$ cat config.mk
export PLATFORM = sky130hd
export DESIGN_NAME = dma_bus_arbiter
export DESIGN_NICKNAME = d
export VERILOG_FILES = /design/src/rtl/dma_arb_pkg.sv /design/src/rtl/dma_arb_ctrl.sv /design/src/rtl/dma_arb_dpath.sv /design/src/rtl/dma_bus_arbiter.sv
export SDC_FILE = /design/constraint.sdc
export NUM_CORES = 1
export LEC_CHECK = 0
export ABC_AREA = 1
export BUFFER_PORTS_ARGS = -buffer_cell sky130_fd_sc_hd__buf_2
export CAP_MARGIN = 20
export CORE_UTILIZATION = 40
export CTS_CLUSTER_DIAMETER = 100
export CTS_CLUSTER_SIZE = 25
export DETAILED_ROUTE_END_ITERATION = 6
export GPL_TIMING_DRIVEN = 0
export PLACE_DENSITY = 0.85
export SYNTH_ARGS = -nofsm -noshare
export SYNTH_HDL_FRONTEND = slang
export SYNTH_HIERARCHICAL = 1
export SYNTH_SLANG_ARGS = --single-unit
$ cat constraint.sdc
create_clock -name clk -period 1.9 [get_ports clk]
set_clock_uncertainty 0.05 [all_clocks]
set_input_delay 0.38 -clock clk [delete_from_list [all_inputs] [get_ports clk]]
set_output_delay 0.38 -clock clk [all_outputs]
set_load 0.01 [all_outputs]
$ cat src/rtl/dma_arb_pkg.sv
package dma_arb_pkg;
  typedef enum logic [1:0] {
    ST_IDLE = 2'd0,
    ST_WAIT = 2'd1,
    ST_XFER = 2'd2
  } arbState_t;

  typedef struct packed {
    logic loadGrant;
    logic clearGrant;
  } grantStrobe_t;
endpackage

$ cat src/rtl/dma_arb_ctrl.sv
module dma_arb_ctrl
  import dma_arb_pkg::*;
(
  input  logic         clk,
  input  logic         rstN,
  input  logic         anyReq,
  input  logic         busAck,
  input  logic         xferDone,
  input  logic         grantActive,
  output grantStrobe_t strobe,
  output logic         busReq,
  output logic         busOwned
);
  arbState_t state, stateNext;

  always_ff @(posedge clk or negedge rstN) begin
    if (!rstN) state <= ST_IDLE;
    else       state <= stateNext;
  end

  always_comb begin
    stateNext = state;
    strobe    = '0;
    unique case (state)
      ST_IDLE: if (anyReq) stateNext = ST_WAIT;
      ST_WAIT: begin
        if (busAck) begin
          if (anyReq) begin
            stateNext        = ST_XFER;
            strobe.loadGrant = 1'b1;
          end else begin
            stateNext = ST_IDLE;
          end
        end else if (!anyReq) begin
          stateNext = ST_IDLE;
        end
      end
      ST_XFER: begin
        if (xferDone) begin
          if (busAck && anyReq) begin
            strobe.loadGrant = 1'b1;
          end else begin
            strobe.clearGrant = 1'b1;
            stateNext         = ST_IDLE;
          end
        end
      end
      default: stateNext = ST_IDLE;
    endcase
  end

  assign busReq   = (state != ST_IDLE);
  assign busOwned = (state == ST_XFER);

  // nothing is granted while the CPU withholds acknowledge
  a_r2_no_grant_without_ack: assert property (@(posedge clk) disable iff (!rstN)
    (!busOwned && !busAck) |=> !busOwned);
  // the bus is kept across back-to-back requests
  a_r6_hold_bus: assert property (@(posedge clk) disable iff (!rstN)
    (busOwned && xferDone && busAck && anyReq) |=> (busOwned && busReq));
  // the bus is released when nothing is pending
  a_r7_release: assert property (@(posedge clk) disable iff (!rstN)
    (busOwned && xferDone && !anyReq) |=> (!busReq && !busOwned));
  // a lost acknowledge ends ownership after the current transfer
  a_r8_ack_lost: assert property (@(posedge clk) disable iff (!rstN)
    (busOwned && xferDone && !busAck) |=> !busOwned);
  // a withdrawn request while waiting drops the bus request
  a_r11_withdraw: assert property (@(posedge clk) disable iff (!rstN)
    (busReq && !busOwned && !busAck && !anyReq) |=> !busReq);
  // ownership tracks the datapath grant
  a_r12_owned_matches_grant: assert property (@(posedge clk) disable iff (!rstN)
    busOwned == grantActive);
endmodule

$ cat src/rtl/dma_arb_dpath.sv
module dma_arb_dpath
  import dma_arb_pkg::*;
#(
  parameter int NUM_CH = 4,
  parameter int BANK_W = 4
) (
  input  logic                       clk,
  input  logic                       rstN,
  input  logic [NUM_CH-1:0]          chReq,
  input  logic [NUM_CH*BANK_W-1:0]   chBank,
  input  logic                       xferDone,
  input  grantStrobe_t               strobe,
  output logic                       anyReq,
  output logic                       grantActive,
  output logic [NUM_CH-1:0]          chGrant,
  output logic [BANK_W-1:0]          grantBank
);
  logic [NUM_CH-1:0] winner;
  logic [BANK_W-1:0] bankMasked [NUM_CH];

  assign anyReq = |chReq;

  // lowest index wins: scan from the top so the last hit is the lowest
  always_comb begin
    winner = '0;
    for (int i = NUM_CH - 1; i >= 0; i--) begin
      if (chReq[i]) begin
        winner    = '0;
        winner[i] = 1'b1;
      end
    end
  end

  always_ff @(posedge clk or negedge rstN) begin
    if (!rstN)                  chGrant <= '0;
    else if (strobe.clearGrant) chGrant <= '0;
    else if (strobe.loadGrant)  chGrant <= winner;
  end

  assign grantActive = |chGrant;

  for (genvar g = 0; g < NUM_CH; g++) begin : gBank
    assign bankMasked[g] = chGrant[g] ? chBank[g*BANK_W +: BANK_W] : '0;
  end

  always_comb begin
    grantBank = '0;
    for (int i = 0; i < NUM_CH; i++) grantBank |= bankMasked[i];
  end

  // at most one grant at a time
  a_r4_onehot: assert property (@(posedge clk) disable iff (!rstN)
    $onehot0(chGrant));
  // grant holds until the transfer engine reports done
  a_r5_grant_stable: assert property (@(posedge clk) disable iff (!rstN)
    (grantActive && !xferDone) |=> $stable(chGrant));
  // a newly loaded grant belongs to the lowest requesting channel
  a_r3_priority: assert property (@(posedge clk) disable iff (!rstN)
    strobe.loadGrant |=> (((chGrant & $past(chReq)) != '0) &&
                          ((((chGrant - 1'b1) & $past(chReq))) == '0)));
  // no bank field leaks without a grant
  a_r9_bank_idle: assert property (@(posedge clk) disable iff (!rstN)
    !grantActive |-> (grantBank == '0));
endmodule

$ cat src/rtl/dma_bus_arbiter.sv
module dma_bus_arbiter
  import dma_arb_pkg::*;
#(
  parameter int NUM_CH = 4,
  parameter int BANK_W = 4
) (
  input  logic                     clk,
  input  logic                     rstN,
  input  logic [NUM_CH-1:0]        chReq,
  input  logic [NUM_CH*BANK_W-1:0] chBank,
  input  logic                     busAck,
  input  logic                     xferDone,
  output logic                     busReq,
  output logic                     busOwned,
  output logic [NUM_CH-1:0]        chGrant,
  output logic [BANK_W-1:0]        grantBank
);
  grantStrobe_t strobe;
  logic anyReq;
  logic grantActive;

  dma_arb_ctrl uCtrl (
    .clk(clk), .rstN(rstN), .anyReq(anyReq), .busAck(busAck),
    .xferDone(xferDone), .grantActive(grantActive), .strobe(strobe),
    .busReq(busReq), .busOwned(busOwned)
  );

  dma_arb_dpath #(.NUM_CH(NUM_CH), .BANK_W(BANK_W)) uDpath (
    .clk(clk), .rstN(rstN), .chReq(chReq), .chBank(chBank),
    .xferDone(xferDone), .strobe(strobe), .anyReq(anyReq),
    .grantActive(grantActive), .chGrant(chGrant), .grantBank(grantBank)
  );
endmodule

==> flow_summary.yaml, run 1 <==
status:
  status: "finished, final reports clean"
die:
  die_x_um: 37.8
  initial_core_util_pct: 44.4
  ios: 34
  dieHeight_um: 37.8
  die-area_um2: 1430
  rows: 12
  core_area_um2: 1160
critical_path:
  critPathLaunchType: "register"
  timing.critical_path.max_delay_family: "flip-flops"
  cp-end-kind: "register"
  crit_chain: "inv_1, ha_1, nand3_1, a21oi_1, nor2_2, nor2_1, nand2_1, nand2_1"
  path_buf_inv: 1
  crit_slowest_cell: "dfrtp_1"
  max_stage_delay_ns: 0.41
  cp_common_cell: "nand2_1"
  arrival_ns: 1.75
  cp_data_required_time_ns: 2.03
  crit_type: "register to register"
  cp_max_fo: 5
routing:
  routedWlPerCell_um: 10.0
  num_vias: 624
  drcViolationCount: 0
  drt-total-wl_um: 1320
  ant_nets: 0
  via_per_inst: 4.73
  first_pass_iters: 4
  drt-initial-drc-count: 24
clock_network:
  clk_latency_ns: 0.25
  cts_resized: 0
  htreeDepth: 1
  tritoncts: "yes"
  numCtsBuffers: 3
  root_buffer: "clkbuf_4"
  clock-sinks: 6
  cts_setup_buffers: 0
  clk_pin_slew_ns: 0.04
  cts_buffer_depth: 2
place:
  place_area_um2: 696
  dpl.hpwl_um: 1090
  port_buffers: 33
  gp_congestion: 0.885
  pre_cts_ws_ns: 0.310
global_routing:
  antenna_found_initial: 0
  gr-total-overflow: 0
  grt_max_degree: 7
  grt_pass1_wl_um: 1980
  grt_pass1_vias: 517
  grtUsageTotal_pct: 20.8
timing:
  finalCriticalPeriod_ns: 1.62
  slew-limit-headroom_pct: 74.6
  final_max_slew_viol_count: 0
  hold_violations: 0
  setup_viol: 0
  max_freq_mhz: 618
  setup_ws_ns: 0.281
  rsz0062_at_grt: "no"
  final.period_utilization_pct: 85.2
  hold_ws_ns: 0.368
  worst_slew_pin_slew_ns: 0.381
  fin_tns_setup_ns: 0
logic_synthesis:
  syn_nets: 110
  synth_warnings: 6
  synth_area_um2: 513
  syn_avg_cell_area_um2: 6.33
  synthCells: 81
final_layout:
  multi_input_area_um2: 325
  final_area_um2: 728
  nFillCells: 113
  seq_area_um2: 150
  drive_gt1_share_pct: 33.9
  fin_nets: 149
  final_core_util_pct: 63.0
  insertedDiodeCount: 0
  area_delta_synth_final_pct: 42.0
power_and_ir_drop:
  irDropWorstVdd_mv: 0.564
  p_leak_nw: 0.440
  power_density_nw_per_um2: 1220
run:
  maxCapViolCount: 0
min_path:
  hold_class: "primary input to register"
==> layout by cell type (no fill, tap or decap) <==
| cell | instances |
|---|---|
| nor2_2 | 1 |
| inv_1 | 9 |
| dfrtp_1 | 6 |
| buf_2 | 33 |
| nand4_1 | 7 |
| nand2_1 | 35 |
| o21ai_1 | 2 |
| a21oi_1 | 3 |
| inv_2 | 1 |
| clkbuf_4 | 3 |
| ha_1 | 5 |
| nand2_2 | 2 |
| nor2_1 | 5 |
| nand3_1 | 4 |
| o21ai_0 | 1 |
| dlygate4sd3_1 | 1 |
==> state kept, by name (all words and copies together), names as in the netlist <==
name,count
uCtrl/state,2
uDpath/chGrant,4
==> layout make-up <==
cell class	count	area share [%]
Multi-Input combinational cell	65	44.7
Clock buffer	3	3.09
Tap cell	14	2.41
Timing Repair Buffer	34	24.1
Sequential cell	6	20.6
Inverter	10	5.15
==> worst paths after layout <==
kind / startpoint / end / slack [ns] / cells past startpoint
worst max-delay path: uCtrl/state[1]$_DFFE_PN0P_ / uDpath/chGrant[3]$_DFFE_PN0P_ / 0.28 / 8
worst min-delay path: chReq[1] / uDpath/chGrant[1]$_DFFE_PN0P_ / 0.37 / 3
worst max register to register: uCtrl/state[1]$_DFFE_PN0P_ / uDpath/chGrant[3]$_DFFE_PN0P_ / 0.28 / 8
worst min register to register: uCtrl/state[0]$_DFFE_PN0P_ / uCtrl/state[0]$_DFFE_PN0P_ / 0.48 / 2
max in group asynchronous: rstN / uDpath/chGrant[3]$_DFFE_PN0P_ / 1.23 / 2
min in group asynchronous: rstN / uCtrl/state[0]$_DFFE_PN0P_ / 0.43 / 2
==> tightest hold or removal path: stages <==
cell and delay [ns]:
buf_2 0.11, nand2_1 0.06, a21oi_1 0.06
==> repair_timing <==
item / CTS / global route
endpoints found under the setup margin: 0 / 0
hold buffers: 1 / 0
hold endpoints to repair: 6 / 0
==> per-layer routing <==
layer  wire length (µm)  GRT usage (%)
met1                613           26.2
met2                645           29.7
met3                 29           3.57
met4                 33           18.8
met5                  0              0
==> stage by stage <==
step | cells | power (mW)
final | 132 | 0.890
after global routing | 132 | 0.982
after global placement | 128 | 0.756
after CTS | 132 | 0.895
after detailed placement | 128 | 0.772
after floorplan | 81 | 0.566
==> power by group <==
part           switching, mW  leakage, nW  internal [mW]  total [mW]
clock                 0.0436       0.0138         0.0713       0.115
sequential            0.0822       0.0774          0.186       0.268
combinational          0.292        0.349          0.215       0.507
total                  0.418        0.440          0.472       0.890
Power figures use the tool's default switching activity.
==> run 2: changes to the inputs <==
--- a/config.mk
+++ b/config.mk
@@ -14,6 +14,7 @@
 export DETAILED_ROUTE_END_ITERATION = 6
 export GPL_TIMING_DRIVEN = 0
 export PLACE_DENSITY = 0.85
+export REMOVE_ABC_BUFFERS = 1
 export SYNTH_ARGS = -nofsm -noshare
 export SYNTH_HDL_FRONTEND = slang
 export SYNTH_HIERARCHICAL = 1
==> constraint.sdc (replaced) <==
create_clock -name clk -period 1.67 [get_ports clk]
set_clock_uncertainty 0.05 [all_clocks]
set_input_delay 0.334 -clock clk [delete_from_list [all_inputs] [get_ports clk]]
set_output_delay 0.334 -clock clk [all_outputs]
set_load 0.01 [all_outputs]
==> run 2 against run 1 <==
  * Final cell count unchanged
  * Register-to-register slack got worse by 0.10 ns
  * Power rose by 15%
  * Wire length increased by 0.23%
  * Die area unchanged
  * Sequential power up 14%
  * Utilization rose by 0.32 points
  * Non-clock buffer count did not move
  * Final area increased by 0.52%
==> flow_summary.yaml, run 2 (synthesis results as in run 1) <==
status:
  status: "finished, final reports clean"
routing:
  drt-initial-drc-count: 20
  drt-total-wl_um: 1320
  via_per_inst: 4.70
  drcViolationCount: 0
  routedWlPerCell_um: 10.0
  first_pass_iters: 4
  num_vias: 621
  ant_nets: 0
die:
  die-area_um2: 1430
  die_x_um: 37.8
  dieHeight_um: 37.8
  ios: 34
  initial_core_util_pct: 44.4
  rows: 12
  core_area_um2: 1160
power_and_ir_drop:
  p_leak_nw: 0.440
  power_density_nw_per_um2: 1390
  total_power_mw: 1.02
  irDropWorstVdd_mv: 0.642
global_routing:
  grtUsageTotal_pct: 20.8
  gr-total-overflow: 0
  grt_max_degree: 7
  grt_pass1_wl_um: 1980
  antenna_found_initial: 0
  grt_pass1_vias: 517
final_layout:
  final_common_cell: "nand2_1"
  final_core_util_pct: 63.3
  seq_area_um2: 150
  drive_gt1_share_pct: 34.7
  multi_input_area_um2: 329
  fin_nets: 149
  insertedDiodeCount: 0
  largest_register_ffs: 4
  stdcell_count: 132
  top_register: "uDpath/chGrant"
  reg_top3: "uDpath/chGrant x4, uCtrl/state x2"
  nFillCells: 113
  mostFrequentLayoutCells: "35 x nand2_1, 33 x buf_2, 9 x inv_1"
  area_delta_synth_final_pct: 42.7
run:
  maxCapViolCount: 0
critical_path:
  arrival_ns: 1.15
  critPathLaunchType: "register"
  rr_worst_depth: 8
  cp_data_required_time_ns: 1.29
  crit_type: "register to primary output"
  cp-end-kind: "primary output"
  cp_max_fo: 4
clock_network:
  clk_latency_ns: 0.25
  htreeDepth: 1
  tritoncts: "yes"
  root_buffer: "clkbuf_4"
  cts_setup_buffers: 0
  cts_buffer_depth: 2
  clock-sinks: 6
  clk_pin_slew_ns: 0.04
  numCtsBuffers: 3
timing:
  fin_tns_setup_ns: 0
  max_freq_mhz: 653
  final_max_slew_viol_count: 0
  final.period_utilization_pct: 91.7
  hold_ws_ns: 0.321
  worst_slew_pin_slew_ns: 0.227
  slew-limit-headroom_pct: 84.9
  finalCriticalPeriod_ns: 1.53
  setup_viol: 0
  rsz0062_at_grt: "no"
  hold_violations: 0
min_path:
  hold_class: "primary input to register"
  hold_depth: 3
place:
  dpl.hpwl_um: 1090
  dp_cells: 128
  port_buffers: 33
  gp_congestion: 0.885
-- run 2: worst max-delay path, cell delays in order (launching register included) --
cell     delay [ns]
dfrtp_1        0.42
inv_1          0.12
ha_1           0.19
inv_1          0.04
buf_2          0.13
-- run 2: power by group --
part	total, mW	internal (mW)	switching, mW	leakage [nW]
Combinational	0.583	0.247	0.336	0.349
Sequential	0.305	0.212	0.0932	0.0774
Clock	0.131	0.0811	0.0504	0.0138
-- run 2: final timing paths --
check                                           start                            end  slack (ns)
hold reg to reg            uCtrl/state[0]$_DFFE_PN0P_     uCtrl/state[0]$_DFFE_PN0P_        0.48
min in group asynchronous                        rstN     uCtrl/state[0]$_DFFE_PN0P_        0.38
max in group asynchronous                        rstN  uDpath/chGrant[3]$_DFFE_PN0P_        1.05
setup reg to reg           uCtrl/state[1]$_DFFE_PN0P_  uDpath/chGrant[3]$_DFFE_PN0P_        0.18
hold / removal                               chReq[1]  uDpath/chGrant[1]$_DFFE_PN0P_        0.32
setup / recovery           uCtrl/state[1]$_DFFE_PN0P_                         busReq        0.14
-- run 2: layer usage --
metal  vias to the layer above  GRT usage [%]  routed length, µm
met2                        12           29.7                655
met4                         0           18.8                 34
met3                         4           3.57                 32
met5                         -              0                  0
li1                        334              -                  -
met1                       271           26.2                601
-- run 2: layout make-up --
| type | instances | share of cell area (%) |
|---|---|---|
| timing repair buffer | 34 | 23.9 |
| tap | 14 | 2.39 |
| clock buffer | 3 | 3.08 |
| multi-input combinational | 65 | 45.0 |
| sequential | 6 | 20.5 |
| inverter | 10 | 5.13 |
-- run 2: what timing repair did --
item	CTS	global route
hold buffers	1	0
hold endpoints to repair	6	0
resized for setup	0	1
setup endpoints to repair	0	3
-- run 2: per-stage QoR --
step	area, µm²	worst slack, ns
final	732	0.139
after global routing	732	0.0422
after CTS	728	0.0627
after detailed placement	696	0.0803
after global placement	696	0.106
after floorplan	513	0.209
==> run 3: changes to the inputs <==
--- a/config.mk
+++ b/config.mk
@@ -5,16 +5,17 @@
 export SDC_FILE = /design/constraint.sdc
 export NUM_CORES = 1
 export LEC_CHECK = 0
-export ABC_AREA = 1
 export BUFFER_PORTS_ARGS = -buffer_cell sky130_fd_sc_hd__buf_2
 export CAP_MARGIN = 20
-export CORE_UTILIZATION = 40
+export CORE_AREA = 2 2 39 41
 export CTS_CLUSTER_DIAMETER = 100
 export CTS_CLUSTER_SIZE = 25
 export DETAILED_ROUTE_END_ITERATION = 6
+export DIE_AREA = 0 0 41 43
 export GPL_TIMING_DRIVEN = 0
-export PLACE_DENSITY = 0.85
+export PLACE_DENSITY = 0.81
 export REMOVE_ABC_BUFFERS = 1
+export SLEW_MARGIN = 20
 export SYNTH_ARGS = -nofsm -noshare
 export SYNTH_HDL_FRONTEND = slang
 export SYNTH_HIERARCHICAL = 1
==> run 3 against run 2 <==
  * Flip-flop and latch count stayed put
  * Synthesized cell count is 35% lower
  * Register-to-register slack got worse by 0.16 ns
  * Power down 4.8%
  * Global-route usage shrank 5.1 points
  * Sequential share of layout area is 0.24 points lower
  * Via count shrank 6.4%
  * Critical path type is now register to register
  * Critical endpoint is now uCtrl/state[0]$_DFFE_PN0P_
  * Largest cell class unchanged
  * Largest power group unchanged
==> flow_summary.yaml, run 3 <==
status:
  status: "finished, final reports clean"
die:
  die-area_um2: 1760
  ios: 34
  rows: 14
  core_area_um2: 1380
  dieHeight_um: 43
  initial_core_util_pct: 35.4
  die_x_um: 41
power_and_ir_drop:
  total_power_mw: 0.971
  power_density_nw_per_um2: 1300
  p_leak_nw: 0.377
  irDropWorstVdd_mv: 0.678
routing:
  ant_nets: 0
  first_pass_iters: 4
  drt-initial-drc-count: 12
  drcViolationCount: 0
  via_per_inst: 5.43
  num_vias: 581
  drt-total-wl_um: 1370
  routedWlPerCell_um: 12.8
critical_path:
  r2r_end: "uCtrl/state[0]$_DFFE_PN0P_"
  cp-startpoint: "uCtrl/state[0]$_DFFE_PN0P_"
  crit_type: "register to register"
  cp_data_required_time_ns: 1.73
  cp-end-kind: "register"
  arrival_ns: 1.72
  crit_slowest_cell: "dfrtp_1"
  rr_worst_depth: 5
  path_buf_inv: 1
  timing.critical_path.max_delay_family: "multiplexers"
  critical_path_depth: 5
  crit_chain: "inv_2, ha_2, mux2_4, a211oi_2, mux2_1"
  max_stage_delay_ns: 0.39
  crit-reg2reg-launch: "uCtrl/state[0]$_DFFE_PN0P_"
  rrSetupSlack_ns: 0.02
  cp_max_fo: 4
  crit_path_end: "uCtrl/state[0]$_DFFE_PN0P_"
  critPathLaunchType: "register"
clock_network:
  cts_buffer_depth: 2
  numCtsBuffers: 3
  clk_latency_ns: 0.23
  clock-sinks: 6
  htreeDepth: 1
  clk_pin_slew_ns: 0.04
  tritoncts: "yes"
  root_buffer: "clkbuf_4"
final_layout:
  area_delta_synth_final_pct: 52.3
  insertedDiodeCount: 0
  top_register: "uDpath/chGrant"
  nFillCells: 136
  final_core_util_pct: 54.0
  mostFrequentLayoutCells: "33 x buf_2, 8 x a22oi_1, 5 x nand2_1, 5 x dfrtp_1"
  final_common_cell: "buf_2"
  fin_nets: 122
  reg_top3: "uDpath/chGrant x4, uCtrl/state x2"
  drive_gt1_share_pct: 53.8
  largest_register_ffs: 4
  final_area_um2: 747
logic_synthesis:
  synthCells: 53
  syn_avg_cell_area_um2: 9.25
  synth_warnings: 6
  synth_area_um2: 490
global_routing:
  grtUsageTotal_pct: 15.7
  grt_max_degree: 8
  grt_pass1_wl_um: 1860
  gr-total-overflow: 0
  grt_pass1_vias: 508
  antenna_found_initial: 0
timing:
  rsz0062_at_grt: "yes"
  worst_slew_pin_slew_ns: 0.323
  hold_violations: 0
  slew-limit-headroom_pct: 78.4
  final_max_slew_viol_count: 0
  final.period_utilization_pct: 99.0
  setup_viol: 0
  max_freq_mhz: 605
  finalCriticalPeriod_ns: 1.65
place:
  gp_congestion: 0.723
  port_buffers: 33
  place_area_um2: 676
  dpl.hpwl_um: 1050
min_path:
  hold_class: "primary input to register"
run:
  maxCapViolCount: 0
run 3: cell count changes in the layout (fill, tap and decap cells not counted), sizes merged, moves of 2 or more:
cell	delta
nor2	-4
nand3	-2
nand3b	+2
nand2	-32
inv	-7
nand4	-6
nor2b	+3
mux2	+2
nand2b	+2
o21ai	-2
a22oi	+8
run 3: stage by stage:
step	setup WS, ns	hold slack (ns)	cells	TNS, ns
finish	0.0173	0.276	107	0
global route	-0.0295	0.282	107	-0.0333
CTS	-0.00638	0.270	107	-0.00712
detailed placement	-0.310	0.110	102	-0.824
global placement	-0.296	0.106	102	-0.749
floorplan	-0.0460	-0.0116	53	-0.0460
run 3: layer usage:
| layer | vias to the layer above | global-route usage, % | share of wire (%) |
|---|---|---|---|
| li1 | 280 | - | - |
| met1 | 264 | 14.5 | 36 |
| met2 | 35 | 28.1 | 51 |
| met3 | 2 | 6.28 | 12 |
| met4 | 0 | 6.00 | 1.0 |
| met5 | - | 0 | 0 |
run 3: cell type report:
| type | instances | area (µm²) | area share, % |
|---|---|---|---|
| clock buffers | 3 | 22.5 | 3.02 |
| repair buffers | 35 | 183 | 24.5 |
| well taps | 16 | 20.0 | 2.68 |
| inverters | 3 | 11.3 | 1.51 |
| flip-flops and latches | 6 | 151 | 20.3 |
| multi-input cells | 44 | 359 | 48.1 |
run 3: what timing repair did:
| item | in CTS | in global routing |
|---|---|---|
| hold buffers | 1 | 0 |
| resized for setup | 5 | 6 |
| setup endpoints to repair | 5 | 2 |
| buffers inserted | 1 | 0 |
| pin swaps | 1 | 2 |
| hold endpoints to repair | 6 | 0 |
run 3: worst min path at each step:
stage	start	endpoint	slack [ns]	depth (start not counted)
2_1_floorplan	rstN	uCtrl/state[0]$_DFFE_PN0P_	-0.01	0
3_3_place_gp	rstN	uCtrl/state[0]$_DFFE_PN0P_	0.11	1
3_5_place_dp	rstN	uCtrl/state[0]$_DFFE_PN0P_	0.11	1
4_1_cts	chReq[2]	uDpath/chGrant[3]$_DFFE_PN0P_	0.27	2
5_1_grt	chReq[2]	uDpath/chGrant[3]$_DFFE_PN0P_	0.28	2
6_report	chReq[2]	uDpath/chGrant[3]$_DFFE_PN0P_	0.28	2
run 3: report_power, final:
group / switching, mW / internal [mW]
Sequential: 0.0744 / 0.200
Combinational: 0.291 / 0.282
Clock: 0.0430 / 0.0807
Total: 0.408 / 0.563
